$ cat src/rtl/tsyn_pkg.sv
package tsyn_pkg;
  localparam int unsigned BYTE_W = 8;

  typedef enum logic [2:0] {
    ST_IDLE, ST_ADDR, ST_ADDR_ACK, ST_WR_BYTE, ST_WR_ACK, ST_RD_BYTE, ST_RD_ACK
  } bus_state_e;

  typedef enum logic [1:0] {
    EXP_ANY, EXP_DIV_LO, EXP_BAND
  } byte_kind_e;

  localparam int unsigned CTRL_MARK_BIT = 7;
  localparam int unsigned CTRL_CP_BIT   = 6;
  localparam int unsigned CTRL_T_LSB    = 3;
  localparam int unsigned CTRL_OS_BIT   = 0;
endpackage

$ cat src/rtl/tsyn_line_mon.sv
module tsyn_line_mon #(
  parameter int unsigned SYNC_STAGES = 2
) (
  input  logic clk_i,
  input  logic rst_ni,
  input  logic scl_i,
  input  logic sda_i,
  output logic scl_o,
  output logic sda_o,
  output logic scl_rise_o,
  output logic scl_fall_o,
  output logic start_o,
  output logic stop_o
);
  localparam int unsigned NL = 2;
  logic [NL-1:0] raw;
  logic [NL-1:0] synced;
  logic [NL-1:0] prev;

  assign raw = {scl_i, sda_i};

  for (genvar l = 0; l < NL; l++) begin : g_line
    logic [SYNC_STAGES-1:0] chain;
    always_ff @(posedge clk_i or negedge rst_ni) begin
      if (!rst_ni) chain <= '1;
      else         chain <= {chain[SYNC_STAGES-2:0], raw[l]};
    end
    assign synced[l] = chain[SYNC_STAGES-1];
  end

  always_ff @(posedge clk_i or negedge rst_ni) begin
    if (!rst_ni) prev <= '1;
    else         prev <= synced;
  end

  assign scl_o      = synced[1];
  assign sda_o      = synced[0];
  assign scl_rise_o = synced[1] & ~prev[1];
  assign scl_fall_o = ~synced[1] & prev[1];
  // data edges while the clock stays high
  assign start_o    = synced[1] & prev[1] & prev[0] & ~synced[0];
  assign stop_o     = synced[1] & prev[1] & ~prev[0] & synced[0];
endmodule

$ cat src/rtl/tsyn_bit_engine.sv
module tsyn_bit_engine
  import tsyn_pkg::*;
(
  input  logic              clk_i,
  input  logic              rst_ni,
  input  logic              scl_rise_i,
  input  logic              scl_fall_i,
  input  logic              start_i,
  input  logic              stop_i,
  input  logic              sda_i,
  input  logic [6:0]        dev_addr_i,
  input  logic [BYTE_W-1:0] status_i,
  output logic              sda_oe_o,
  output logic              wr_stb_o,
  output logic [BYTE_W-1:0] wr_data_o,
  output logic              rd_done_o
);
  localparam int unsigned CNT_W = $clog2(BYTE_W + 1);

  bus_state_e        st_q;
  logic [CNT_W-1:0]  cnt_q;
  logic [BYTE_W-1:0] sh_q;
  logic [BYTE_W-1:0] tx_q;
  logic              acked_q;
  logic              oe_q;
  logic              addr_hit;

  assign addr_hit  = (sh_q[BYTE_W-1:1] == dev_addr_i);
  assign sda_oe_o  = oe_q;
  assign wr_data_o = sh_q;

  always_ff @(posedge clk_i or negedge rst_ni) begin
    if (!rst_ni) begin
      st_q      <= ST_IDLE;
      cnt_q     <= '0;
      sh_q      <= '0;
      tx_q      <= '0;
      acked_q   <= 1'b0;
      oe_q      <= 1'b0;
      wr_stb_o  <= 1'b0;
      rd_done_o <= 1'b0;
    end else begin
      wr_stb_o  <= 1'b0;
      rd_done_o <= 1'b0;
      if (stop_i) begin
        st_q <= ST_IDLE;
        oe_q <= 1'b0;
      end else if (start_i) begin
        st_q  <= ST_ADDR;
        cnt_q <= '0;
        oe_q  <= 1'b0;
      end else begin
        unique case (st_q)
          ST_IDLE: ;
          ST_ADDR, ST_WR_BYTE: begin
            if (scl_rise_i) begin
              sh_q  <= {sh_q[BYTE_W-2:0], sda_i};
              cnt_q <= cnt_q + 1'b1;
            end else if (scl_fall_i && cnt_q == CNT_W'(BYTE_W)) begin
              if (st_q == ST_ADDR) begin
                if (addr_hit) begin
                  st_q <= ST_ADDR_ACK;
                  oe_q <= 1'b1;
                end else begin
                  st_q <= ST_IDLE;
                end
              end else begin
                st_q     <= ST_WR_ACK;
                oe_q     <= 1'b1;
                wr_stb_o <= 1'b1;
              end
            end
          end
          ST_ADDR_ACK: begin
            if (scl_fall_i) begin
              cnt_q <= '0;
              if (sh_q[0]) begin
                st_q <= ST_RD_BYTE;
                tx_q <= status_i;
                oe_q <= ~status_i[BYTE_W-1];
              end else begin
                st_q <= ST_WR_BYTE;
                oe_q <= 1'b0;
              end
            end
          end
          ST_WR_ACK: begin
            if (scl_fall_i) begin
              st_q  <= ST_WR_BYTE;
              cnt_q <= '0;
              oe_q  <= 1'b0;
            end
          end
          ST_RD_BYTE: begin
            if (scl_fall_i) begin
              if (cnt_q == CNT_W'(BYTE_W - 1)) begin
                st_q <= ST_RD_ACK;
                oe_q <= 1'b0;
              end else begin
                cnt_q <= cnt_q + 1'b1;
                tx_q  <= {tx_q[BYTE_W-2:0], 1'b0};
                oe_q  <= ~tx_q[BYTE_W-2];
              end
            end
          end
          ST_RD_ACK: begin
            if (scl_rise_i) begin
              acked_q   <= ~sda_i;
              rd_done_o <= 1'b1;
            end else if (scl_fall_i) begin
              if (acked_q) begin
                st_q  <= ST_RD_BYTE;
                cnt_q <= '0;
                tx_q  <= status_i;
                oe_q  <= ~status_i[BYTE_W-1];
              end else begin
                st_q <= ST_IDLE;
              end
            end
          end
          default: st_q <= ST_IDLE;
        endcase
      end
    end
  end
endmodule

$ cat src/rtl/tsyn_reg_bank.sv
module tsyn_reg_bank
  import tsyn_pkg::*;
#(
  parameter int unsigned DIV_W = 15
) (
  input  logic              clk_i,
  input  logic              rst_ni,
  input  logic              start_i,
  input  logic              stop_i,
  input  logic              wr_stb_i,
  input  logic [BYTE_W-1:0] wr_data_i,
  input  logic              rd_done_i,
  output logic [DIV_W-1:0]  div_o,
  output logic              cp_o,
  output logic [2:0]        test_o,
  output logic              os_o,
  output logic [BYTE_W-1:0] band_o,
  output logic              por_o
);
  localparam int unsigned HI_W = DIV_W - BYTE_W;

  byte_kind_e        exp_q;
  logic [HI_W-1:0]   hi_stg_q;
  logic [BYTE_W-1:0] lo_stg_q, ctrl_stg_q, band_stg_q;
  logic              hi_v_q, lo_v_q, ctrl_v_q, band_v_q;
  logic              rd_seen_q;

  always_ff @(posedge clk_i or negedge rst_ni) begin
    if (!rst_ni) begin
      exp_q      <= EXP_ANY;
      hi_stg_q   <= '0;
      lo_stg_q   <= '0;
      ctrl_stg_q <= '0;
      band_stg_q <= '0;
      hi_v_q     <= 1'b0;
      lo_v_q     <= 1'b0;
      ctrl_v_q   <= 1'b0;
      band_v_q   <= 1'b0;
    end else if (stop_i) begin
      exp_q    <= EXP_ANY;
      hi_v_q   <= 1'b0;
      lo_v_q   <= 1'b0;
      ctrl_v_q <= 1'b0;
      band_v_q <= 1'b0;
    end else if (start_i) begin
      exp_q <= EXP_ANY;
    end else if (wr_stb_i) begin
      unique case (exp_q)
        EXP_DIV_LO: begin
          lo_stg_q <= wr_data_i;
          lo_v_q   <= 1'b1;
          exp_q    <= EXP_ANY;
        end
        EXP_BAND: begin
          band_stg_q <= wr_data_i;
          band_v_q   <= 1'b1;
          exp_q      <= EXP_ANY;
        end
        default: begin
          if (wr_data_i[CTRL_MARK_BIT]) begin
            ctrl_stg_q <= wr_data_i;
            ctrl_v_q   <= 1'b1;
            exp_q      <= EXP_BAND;
          end else begin
            hi_stg_q <= wr_data_i[HI_W-1:0];
            hi_v_q   <= 1'b1;
            lo_v_q   <= 1'b0;
            exp_q    <= EXP_DIV_LO;
          end
        end
      endcase
    end
  end

  always_ff @(posedge clk_i or negedge rst_ni) begin
    if (!rst_ni) begin
      div_o  <= '0;
      cp_o   <= 1'b0;
      test_o <= '0;
      os_o   <= 1'b0;
      band_o <= '0;
    end else if (stop_i) begin
      if (hi_v_q && lo_v_q) div_o <= {hi_stg_q, lo_stg_q};
      if (ctrl_v_q) begin
        cp_o   <= ctrl_stg_q[CTRL_CP_BIT];
        test_o <= ctrl_stg_q[CTRL_T_LSB+:3];
        os_o   <= ctrl_stg_q[CTRL_OS_BIT];
      end
      if (band_v_q) band_o <= band_stg_q;
    end
  end

  always_ff @(posedge clk_i or negedge rst_ni) begin
    if (!rst_ni) begin
      por_o     <= 1'b1;
      rd_seen_q <= 1'b0;
    end else if (stop_i) begin
      if (rd_seen_q) por_o <= 1'b0;
      rd_seen_q <= 1'b0;
    end else if (rd_done_i) begin
      rd_seen_q <= 1'b1;
    end
  end
endmodule

$ cat src/rtl/tuner_syn_regs.sv
module tuner_syn_regs
  import tsyn_pkg::*;
#(
  parameter int unsigned SYNC_STAGES = 2,
  parameter int unsigned DIV_W       = 15,
  parameter int unsigned ADC_W       = 3,
  parameter logic [4:0]  ADDR_HI     = 5'b11000
) (
  input  logic             clk_i,
  input  logic             rst_ni,
  input  logic             scl_i,
  input  logic             sda_i,
  output logic             sda_oe_o,
  input  logic [1:0]       as_i,
  input  logic             lock_i,
  input  logic [ADC_W-1:0] adc_i,
  output logic [DIV_W-1:0] div_o,
  output logic             cp_o,
  output logic [2:0]       test_o,
  output logic             os_o,
  output logic [7:0]       band_o
);
  localparam int unsigned PAD_W = BYTE_W - 2 - ADC_W;

  logic scl_s, sda_s, scl_rise, scl_fall, start_det, stop_det;
  logic wr_stb, rd_done, por_flag;
  logic [BYTE_W-1:0] wr_data, status;

  assign status = {por_flag, lock_i, {PAD_W{1'b0}}, adc_i};

  tsyn_line_mon #(.SYNC_STAGES(SYNC_STAGES)) i_line_mon (
    .clk_i, .rst_ni, .scl_i, .sda_i,
    .scl_o(scl_s), .sda_o(sda_s), .scl_rise_o(scl_rise), .scl_fall_o(scl_fall),
    .start_o(start_det), .stop_o(stop_det)
  );

  tsyn_bit_engine i_bit_engine (
    .clk_i, .rst_ni,
    .scl_rise_i(scl_rise), .scl_fall_i(scl_fall),
    .start_i(start_det), .stop_i(stop_det), .sda_i(sda_s),
    .dev_addr_i({ADDR_HI, as_i}), .status_i(status),
    .sda_oe_o, .wr_stb_o(wr_stb), .wr_data_o(wr_data), .rd_done_o(rd_done)
  );

  tsyn_reg_bank #(.DIV_W(DIV_W)) i_reg_bank (
    .clk_i, .rst_ni,
    .start_i(start_det), .stop_i(stop_det),
    .wr_stb_i(wr_stb), .wr_data_i(wr_data), .rd_done_i(rd_done),
    .div_o, .cp_o, .test_o, .os_o, .band_o, .por_o(por_flag)
  );

  logic unused_scl;
  assign unused_scl = scl_s;
endmodule

$ cat config.mk
export PLATFORM = sky130hd
export DESIGN_NAME = tuner_syn_regs
export DESIGN_NICKNAME = d
export VERILOG_FILES = /design/src/rtl/tsyn_pkg.sv /design/src/rtl/tsyn_line_mon.sv /design/src/rtl/tsyn_bit_engine.sv /design/src/rtl/tsyn_reg_bank.sv /design/src/rtl/tuner_syn_regs.sv
export SDC_FILE = /design/constraint.sdc
export NUM_CORES = 1
export LEC_CHECK = 0
export ABC_AREA = 1
export BUFFER_PORTS_ARGS = -buffer_cell sky130_fd_sc_hd__buf_2
export CAP_MARGIN = 5
export CORE_UTILIZATION = 53
export CTS_CLUSTER_DIAMETER = 60
export DETAILED_ROUTE_END_ITERATION = 8
export GPL_ROUTABILITY_DRIVEN = 1
export PLACE_DENSITY_LB_ADDON = 0.1
export RECOVER_POWER = 100
export SYNTH_ARGS = -nofsm -noshare
export SYNTH_HDL_FRONTEND = slang
export SYNTH_SLANG_ARGS = --single-unit
$ cat constraint.sdc
create_clock -name clk_i -period 1.5 [get_ports clk_i]
set_input_delay 0.3 -clock clk_i [delete_from_list [all_inputs] [get_ports clk_i]]
set_output_delay 0.3 -clock clk_i [all_outputs]
set_load 0.02 [all_outputs]
==> results.md, run 1 <==
Floorplanning
- 55.2% — initial core utilization
- 39 — boundary pin count
- 92.0 µm — Die W
- 92.0 µm — Vert. Die Dim
- 8460 µm² — overall die area
- 32 — Core Rows
- 7770 µm² — Floorplan Core Area

Timing
- yes — unrepaired setup endpoints after global routing
- 1.57 ns — crit path time final
- 104% — final worst-path cycle share
- 638 MHz — maximum achievable frequency
- 0.365 ns — transition at the pin with the smallest max-transition slack
- 0.0142 ns — Max Clock Skew
- 75.7% — Max transition margin
- 0 — Final Hold Viols
- -0.0670 ns — crit path setup slack, layout
- 0.0433 ns — hold slack final
- 0 — total count of max-transition violations in the final report
- 36 — number of setup violations in the final report

Power and ir drop
- 30.7% — Net Sw Frac
- 52.4% — sequential fraction of design power
- 5.66 mW — total power of the final layout
- 27.2% — proportion of power drawn by the clock network
- 20.4% — Combinational Power Share
- 0.780 mV — worst voltage drop across the vdd grid
- 3.92 mW — internal cell power
- 1.74 mW — total net switching power
- 2.81 nW — leakage dissipation
- 1040 nW/µm² — Power Density

Route
- 4.52 mm — met2 wirelength from detailed routing
- 14.1 µm — Routed wire per std cell
- 0 — Detail Route Antenna Nets
- 4.02 mm — M1 WL
- 0 — DRC errors left
- met4 — highest signal layer in the routed design
- 8.87 mm — final WL
- 4 — first-pass iteration count of the detailed router
- 3,213 — via count of the routed design
- 190 — Initial DRC Count
- 289 µm — Routed met3 length
- 5.10 — post-detailed-route via-to-cell ratio

Finish
- 630 — final cell count without fillers
- 0 — number of antenna repair diodes
- 27.1% — area growth from synthesis to final layout
- 41.3% — proportion of layout cells with a drive suffix above 1
- 538 — number of nets at the end of the flow
- 5450 µm² — finished layout cell area

CTS
- 0.36 ns — Worst-Skew Late Latency
- yes — CTS tree
- 96 — Clock Sinks
- 0.09 ns — clock-pin slew of the registers on the worst-case setup and hold paths
- clkbuf_8 — cell at the root of the clock tree
- 3 — H-Tree Depth
- 2 — CTS Buffer Depth
- 9 — number of buffers created by CTS

Worst setup path
- -0.07 ns — Worst R2R Setup Slack
- i_line_mon.g_line[0].chain[1] — worst reg2reg startpoint
- flip-flop to flip-flop — startpoint-to-endpoint class of the critical path
- flip-flop — critical path endpoint category
- 1.74 ns — required time at the worst-slack endpoint
- 1.80 ns — arrival time of the worst setup path
- 6 — Reg2Reg Depth
- 2 — buffers and inverters on the worst path
- 0.58 ns — Crit path largest cell delay
- flip-flop — crit path launch type
- dfstp_2 — Critical Path Slowest Stage Cell
- inv_2, nor2_4, nand2_4, inv_8, nand3_4, mux2_4 — cell breakdown of the critical path
- i_reg_bank.div_o[11] — endpoint of the worst-slack reg-to-reg timing path
- 8 — CP Max Fanout
- flip-flops — kind of cell with the highest combined delay on the critical path

Synthesis
- 100% — share of flip-flops with an asynchronous set or reset after synthesis
- simple AND/OR/NAND/NOR gates — dominant combinational cell family by area after synthesis
- 56.2% — part of the Yosys area used for sequential elements
- 4290 µm² — Synth Cell Area
- dfrtp_1 — Most used DFF post-synth
- 446 — Syn Nets
- 9.93 µm² — syn_area_per_cell
- dfrtp_1, nand2_1, mux2_2 — synth top area cells
- 21.1% — fraction of the mapped netlist area in simple logic gates
- nand2_1 — cell with the most instances after synthesis
- 0 — Synth Warn #
- 36 — count of unique library cells instantiated by Yosys
- 96 — synthesis-stage register bit count
- 0 — number of synthesized flops with an enable pin
- 0.408% — area share of xor/xnor cells in the synthesized design
- 51.9% — area share of the leading cell type in the synthesized netlist
- 1.17% — fraction of the mapped netlist area in adder cells
- 432 — Cells after Synth
- nand2_1, dfrtp_1, o21ai_0, inv_1, nor2_1 — list of most frequent post-synthesis cells
- 7.58% — Synth Area in Compound Gates
- 8.22% — multiplexer area fraction after synthesis
- dfrtp_1 — dominant cell type by area after synthesis

Placement
- 600 — placed cells
- 5.85 mm — DP HPWL
- 4840 µm² — placement-stage cell area
- 38 — number of buffers inserted by port buffering
- 0.871 — Routability Congestion
- -0.109 ns — worst slack at placement

Global routing
- 13.9 mm — wire length of the first global-routing pass
- 21.2% — global router's overall resource usage
- 33 — largest net degree at the start of global routing
- 0 — overflow left after global routing
- 3,019 — via count of the first global-routing pass
- 0 — initial antenna violation count

Run
- 0 — count of max-cap constraint violations

Outcome
- negative setup slack — violated checks
- complete, but fails checks — outcome

Hold path
- i_line_mon.g_line[0].chain[0] — endpoint of the worst hold-timing path
- input port to flip-flop — worst hold path class
- sda_i — startpoint of the worst hold path
- 1 — count of cells along the worst hold path

==> worst max-delay path by stage <==
stage / startpoint / to / cells past startpoint / slack [ns]
after CTS: i_line_mon.g_line[0].chain[1] / i_reg_bank.div_o[1] / 6 / -0.05
after global routing: i_line_mon.g_line[0].chain[1] / i_reg_bank.div_o[10] / 6 / -0.14
after global placement: i_bit_engine.st_q[1] / i_bit_engine.tx_q[0] / 7 / -0.09
final: i_line_mon.g_line[0].chain[1] / i_reg_bank.div_o[11] / 6 / -0.07
after floorplan: i_line_mon.g_line[0].chain[1] / i_reg_bank.div_o[0] / 7 / -0.02
after detailed placement: i_line_mon.g_line[0].chain[1] / i_reg_bank.hi_stg_q[5] / 9 / -0.11
==> worst reg2reg max path, stage by stage (launching register included) <==
cell and delay, ns:
dfstp_2 0.58, inv_2 0.06, nor2_4 0.10, nand2_4 0.10, inv_8 0.11, nand3_4 0.16, mux2_4 0.34
==> power by group through the flow <==
stage	Sequential (mW)	Clock, mW	Combinational [mW]
after CTS	2.94	1.59	1.03
after detailed placement	2.98	0	1.00
after floorplan	2.99	0	0.569
after global routing	2.99	1.69	1.30
final	2.97	1.54	1.15
after global placement	2.98	0	0.977
==> cell usage in the layout (no fill, tap or decap), types with 2 or more instances in the layout <==
cell	synthesis	routed
ha_1	4	3
dfstp_2	7	6
buf_6	4	6
nand2_4	4	9
nand2_8	0	3
nand2_2	5	17
a21oi_1	4	3
buf_2	2	37
o21ai_0	37	29
inv_6	1	2
nor2_1	24	16
buf_4	2	41
nand2_1	123	104
nor3_1	2	2
o2111ai_1	2	2
nand3_1	22	16
clkbuf_8	0	10
mux2_2	18	18
nand3_2	1	7
dfrtp_2	0	3
clkinvlp_4	0	3
inv_2	5	8
nand4_1	2	2
nor2_4	1	12
nand3b_1	4	4
dfrtp_1	89	86
inv_1	33	29
buf_12	0	3
nand3_4	1	2
mux2_4	10	10
o21ai_2	9	9
o21ai_1	2	9
nor2_2	6	3
==> per-layer routing <==
layer  vias up  GRT usage (%)
li1       1584              -
met1      1558           27.8
met2        65           35.3
met3         6           4.98
met4         0           5.60
met5         -              0
==> logic make-up after synthesis <==
kind of cell / Yosys count
multiplexers: 28
AO/OA/AOI/OAI: 56
XOR/XNOR: 2
adder cells (fa/ha/maj): 4
flip-flops: 96
buffers and inverters: 49
AND/OR/NAND/NOR: 197
==> layout make-up <==
cell class | instances | area (µm²)
inverters | 39 | 156
flip-flops and latches | 96 | 2410
multi-input cells | 289 | 1930
well taps | 102 | 128
repair buffers | 89 | 646
clock inverters | 5 | 40.0
fillers | 611 | 2310
clock buffers | 10 | 138
==> repair_timing <==
action                                  in CTS  in global routing
setup buffers                                3                  9
pin swaps                                    4                 23
cloned                                       2                  0
hold endpoints to repair                    18                  0
endpoints found under the setup margin      75                 76
resized for setup                           24                 64
hold buffers                                 1                  0
==> per-stage QoR <==
stage               util, %  TNS (ns)
floorplan                 -    -0.189
global placement       62.3     -3.90
detailed placement     62.3     -5.47
CTS                    66.4     -1.08
global route           70.2     -5.83
finish                 70.2     -1.25
==> state kept, by name, indices dropped and copies added (netlist names), 5 cells and up <==
| signal | count |
|---|---|
| i_reg_bank.div_o | 15 |
| i_bit_engine.wr_data_o | 8 |
| i_reg_bank.band_o | 8 |
| i_reg_bank.band_stg_q | 8 |
| i_reg_bank.lo_stg_q | 8 |
| i_bit_engine.tx_q | 7 |
| i_reg_bank.hi_stg_q | 7 |
| i_reg_bank.ctrl_stg_q | 5 |
Note: power is estimated with default switching activity, not from simulation.
==> inputs of run 2 (changes only) <==
--- a/config.mk
+++ b/config.mk
@@ -5,7 +5,6 @@
 export SDC_FILE = /design/constraint.sdc
 export NUM_CORES = 1
 export LEC_CHECK = 0
-export ABC_AREA = 1
 export BUFFER_PORTS_ARGS = -buffer_cell sky130_fd_sc_hd__buf_2
 export CAP_MARGIN = 5
 export CORE_UTILIZATION = 53
==> results.md, run 2 <==
Route
- 5.75 — post-detailed-route via-to-cell ratio
- 3,109 — via count of the routed design
- 0 — DRC errors left
- 226 — Initial DRC Count
- 10.4 mm — final WL
- 4 — first-pass iteration count of the detailed router
- 19.3 µm — Routed wire per std cell
- 0 — Detail Route Antenna Nets

Timing
- 0.0315 ns — hold slack final
- 0 — Final Hold Viols
- 0 — total count of max-transition violations in the final report
- 1.83 ns — crit path time final
- 1.01 ns — transition at the pin with the smallest max-transition slack
- 32.7% — Max transition margin
- 0.0109 ns — Max Clock Skew
- 546 MHz — maximum achievable frequency
- 122% — final worst-path cycle share
- -0.333 ns — crit path setup slack, layout
- yes — unrepaired setup endpoints after global routing
- 85 — number of setup violations in the final report

Finish
- 0 — number of antenna repair diodes
- 15 — flip-flop count of the largest register, all copies and words added
- 48.2% — proportion of layout cells with a drive suffix above 1
- 451 — number of nets at the end of the flow
- dfrtp_1, mux2_4, buf_4 — most frequent cells in the layout
- 40.1% — area growth from synthesis to final layout
- dfrtp_1 — most common cell after layout, fill and taps aside
- 541 — final cell count without fillers
- 438 — total of fill cells in the finished design
- i_reg_bank.div_o — Biggest register

Placement
- 5.97 mm — DP HPWL
- 503 — placed cells
- 0.826 — Routability Congestion
- -0.386 ns — worst slack at placement
- 38 — number of buffers inserted by port buffering

Global routing
- 0 — initial antenna violation count
- 16.6 mm — wire length of the first global-routing pass
- 0 — overflow left after global routing
- 41 — largest net degree at the start of global routing
- 26.1% — global router's overall resource usage
- 3,153 — via count of the first global-routing pass

Synthesis
- 96 — synthesis-stage register bit count
- 53.8% — area share of the leading cell type in the synthesized netlist
- dfrtp_1 — cell with the most instances after synthesis
- 12.8 µm² — syn_area_per_cell
- 4140 µm² — Synth Cell Area
- 58.3% — part of the Yosys area used for sequential elements
- 100% — share of flip-flops with an asynchronous set or reset after synthesis
- 0 — number of synthesized flops with an enable pin
- dfrtp_1 — Most used DFF post-synth
- 0 — Synth Warn #
- dfrtp_1 — dominant cell type by area after synthesis
- 52 — count of unique library cells instantiated by Yosys
- 324 — Cells after Synth
- dfrtp_1, mux2_1, nand2_1, nor2_1, o21ai_1 — list of most frequent post-synthesis cells
- dfrtp_1, mux2_1, dfstp_2 — synth top area cells
- 338 — Syn Nets

Worst setup path
- 6 — Reg2Reg Depth
- i_bit_engine.st_q[0] — endpoint of the worst-slack reg-to-reg timing path
- 1.74 ns — required time at the worst-slack endpoint
- i_bit_engine.st_q[0] — CP Capture Point
- i_bit_engine.st_q[1] — launching element of the worst setup path
- flip-flop — crit path launch type
- 2.08 ns — arrival time of the worst setup path
- i_bit_engine.st_q[1] — worst reg2reg startpoint
- 12 — CP Max Fanout
- flip-flop — critical path endpoint category
- -0.33 ns — Worst R2R Setup Slack
- flip-flop to flip-flop — startpoint-to-endpoint class of the critical path

CTS
- 0.09 ns — clock-pin slew of the registers on the worst-case setup and hold paths
- yes — CTS tree
- 9 — number of buffers created by CTS
- 3 — H-Tree Depth
- 0.36 ns — Worst-Skew Late Latency
- 96 — Clock Sinks
- 2 — CTS Buffer Depth
- clkbuf_8 — cell at the root of the clock tree

Floorplanning
- 31 — Core Rows
- 8160 µm² — overall die area
- 7410 µm² — Floorplan Core Area
- 90.3 µm — Die W
- 39 — boundary pin count
- 55.8% — initial core utilization
- 90.3 µm — Vert. Die Dim

Power and ir drop
- 34.6% — Combinational Power Share
- 43.3% — sequential fraction of design power
- 22.2% — proportion of power drawn by the clock network
- 0.913 mV — worst voltage drop across the vdd grid
- 4.66 mW — internal cell power
- 7.07 mW — total power of the final layout
- 2.41 mW — total net switching power
- 34.1% — Net Sw Frac
- 2.82 nW — leakage dissipation
- 1220 nW/µm² — Power Density

Hold path
- sda_i — startpoint of the worst hold path
- input port to flip-flop — worst hold path class

Outcome
- negative setup slack — violated checks
- complete, but fails checks — outcome

Run
- 0 — count of max-cap constraint violations

## run 2: kinds of logic after synthesis
family	synth area share, %
DFF	58.3
and+or+nand+nor	12.1
muxes	18.6
AOI/OAI and AO/OA	6.62
buffers and inverters	2.48
adders and majority gates	1.21
xor gates and xnor gates	0.635
## run 2: how the worst min path moves through the flow
stage | cells after the start | to | slack (ns)
after detailed placement | 1 | i_reg_bank.div_o[2] | 0.19
final | 1 | i_line_mon.g_line[0].chain[0] | 0.03
after CTS | 1 | i_line_mon.g_line[0].chain[0] | 0.02
after floorplan | 0 | i_bit_engine.acked_q | 0.004
after global routing | 1 | i_line_mon.g_line[0].chain[0] | 0.01
after global placement | 1 | i_reg_bank.div_o[3] | 0.18
## run 2: repair_timing
item	CTS	global route
cloned	2	0
pin swaps	23	15
gates resized for setup	89	36
setup buffers	18	6
endpoints found under the setup margin	84	87
hold buffers	1	0
endpoints found under the hold margin	14	0
## run 2: worst max-delay path, stage by stage (launching register included)
cell and delay, ns:
dfrtp_1 0.43, clkbuf_2 0.24, nor2b_1 0.21, o21ai_0 0.28, a21oi_2 0.11, buf_4 0.15
o32a_1 0.31
## run 2: final cells by class
type | count | area [µm²] | area share, %
well taps | 99 | 124 | 2.14
clock buffers | 12 | 145 | 2.50
flip-flops and latches | 96 | 2410 | 41.6
inverters | 8 | 30.0 | 0.518
repair buffers | 115 | 912 | 15.7
multi-input cells | 207 | 2140 | 37.0
clock inverters | 4 | 28.8 | 0.496
## run 2: power groups by stage
stage / clock network (mW) / logic [mW] / registers (mW)
after global routing: 1.70 / 2.62 / 3.09
after floorplan: 0 / 1.12 / 3.11
final: 1.57 / 2.44 / 3.06
after detailed placement: 0 / 2.11 / 3.09
after CTS: 1.57 / 2.28 / 3.04
after global placement: 0 / 2.06 / 3.08
## run 2: metrics by stage
stage	setup TNS [ns]	util [%]	cell area, µm²
after floorplan	-12.11	-	4260
final	-13.31	78.2	5800
after global placement	-14.60	66.4	4920
after detailed placement	-16.85	66.4	4920
after CTS	-12.14	76.7	5690
after global routing	-22.89	78.2	5800
## run 2: layer usage
layer  up-vias  global-route usage (%)  share of wire [%]
met5         -                       0                  0
met4         0                    8.47                1.1
met1      1621                    36.9                 46
met2        96                    41.2                 49
met3        14                    4.55                3.8
li1       1378                       -                  -
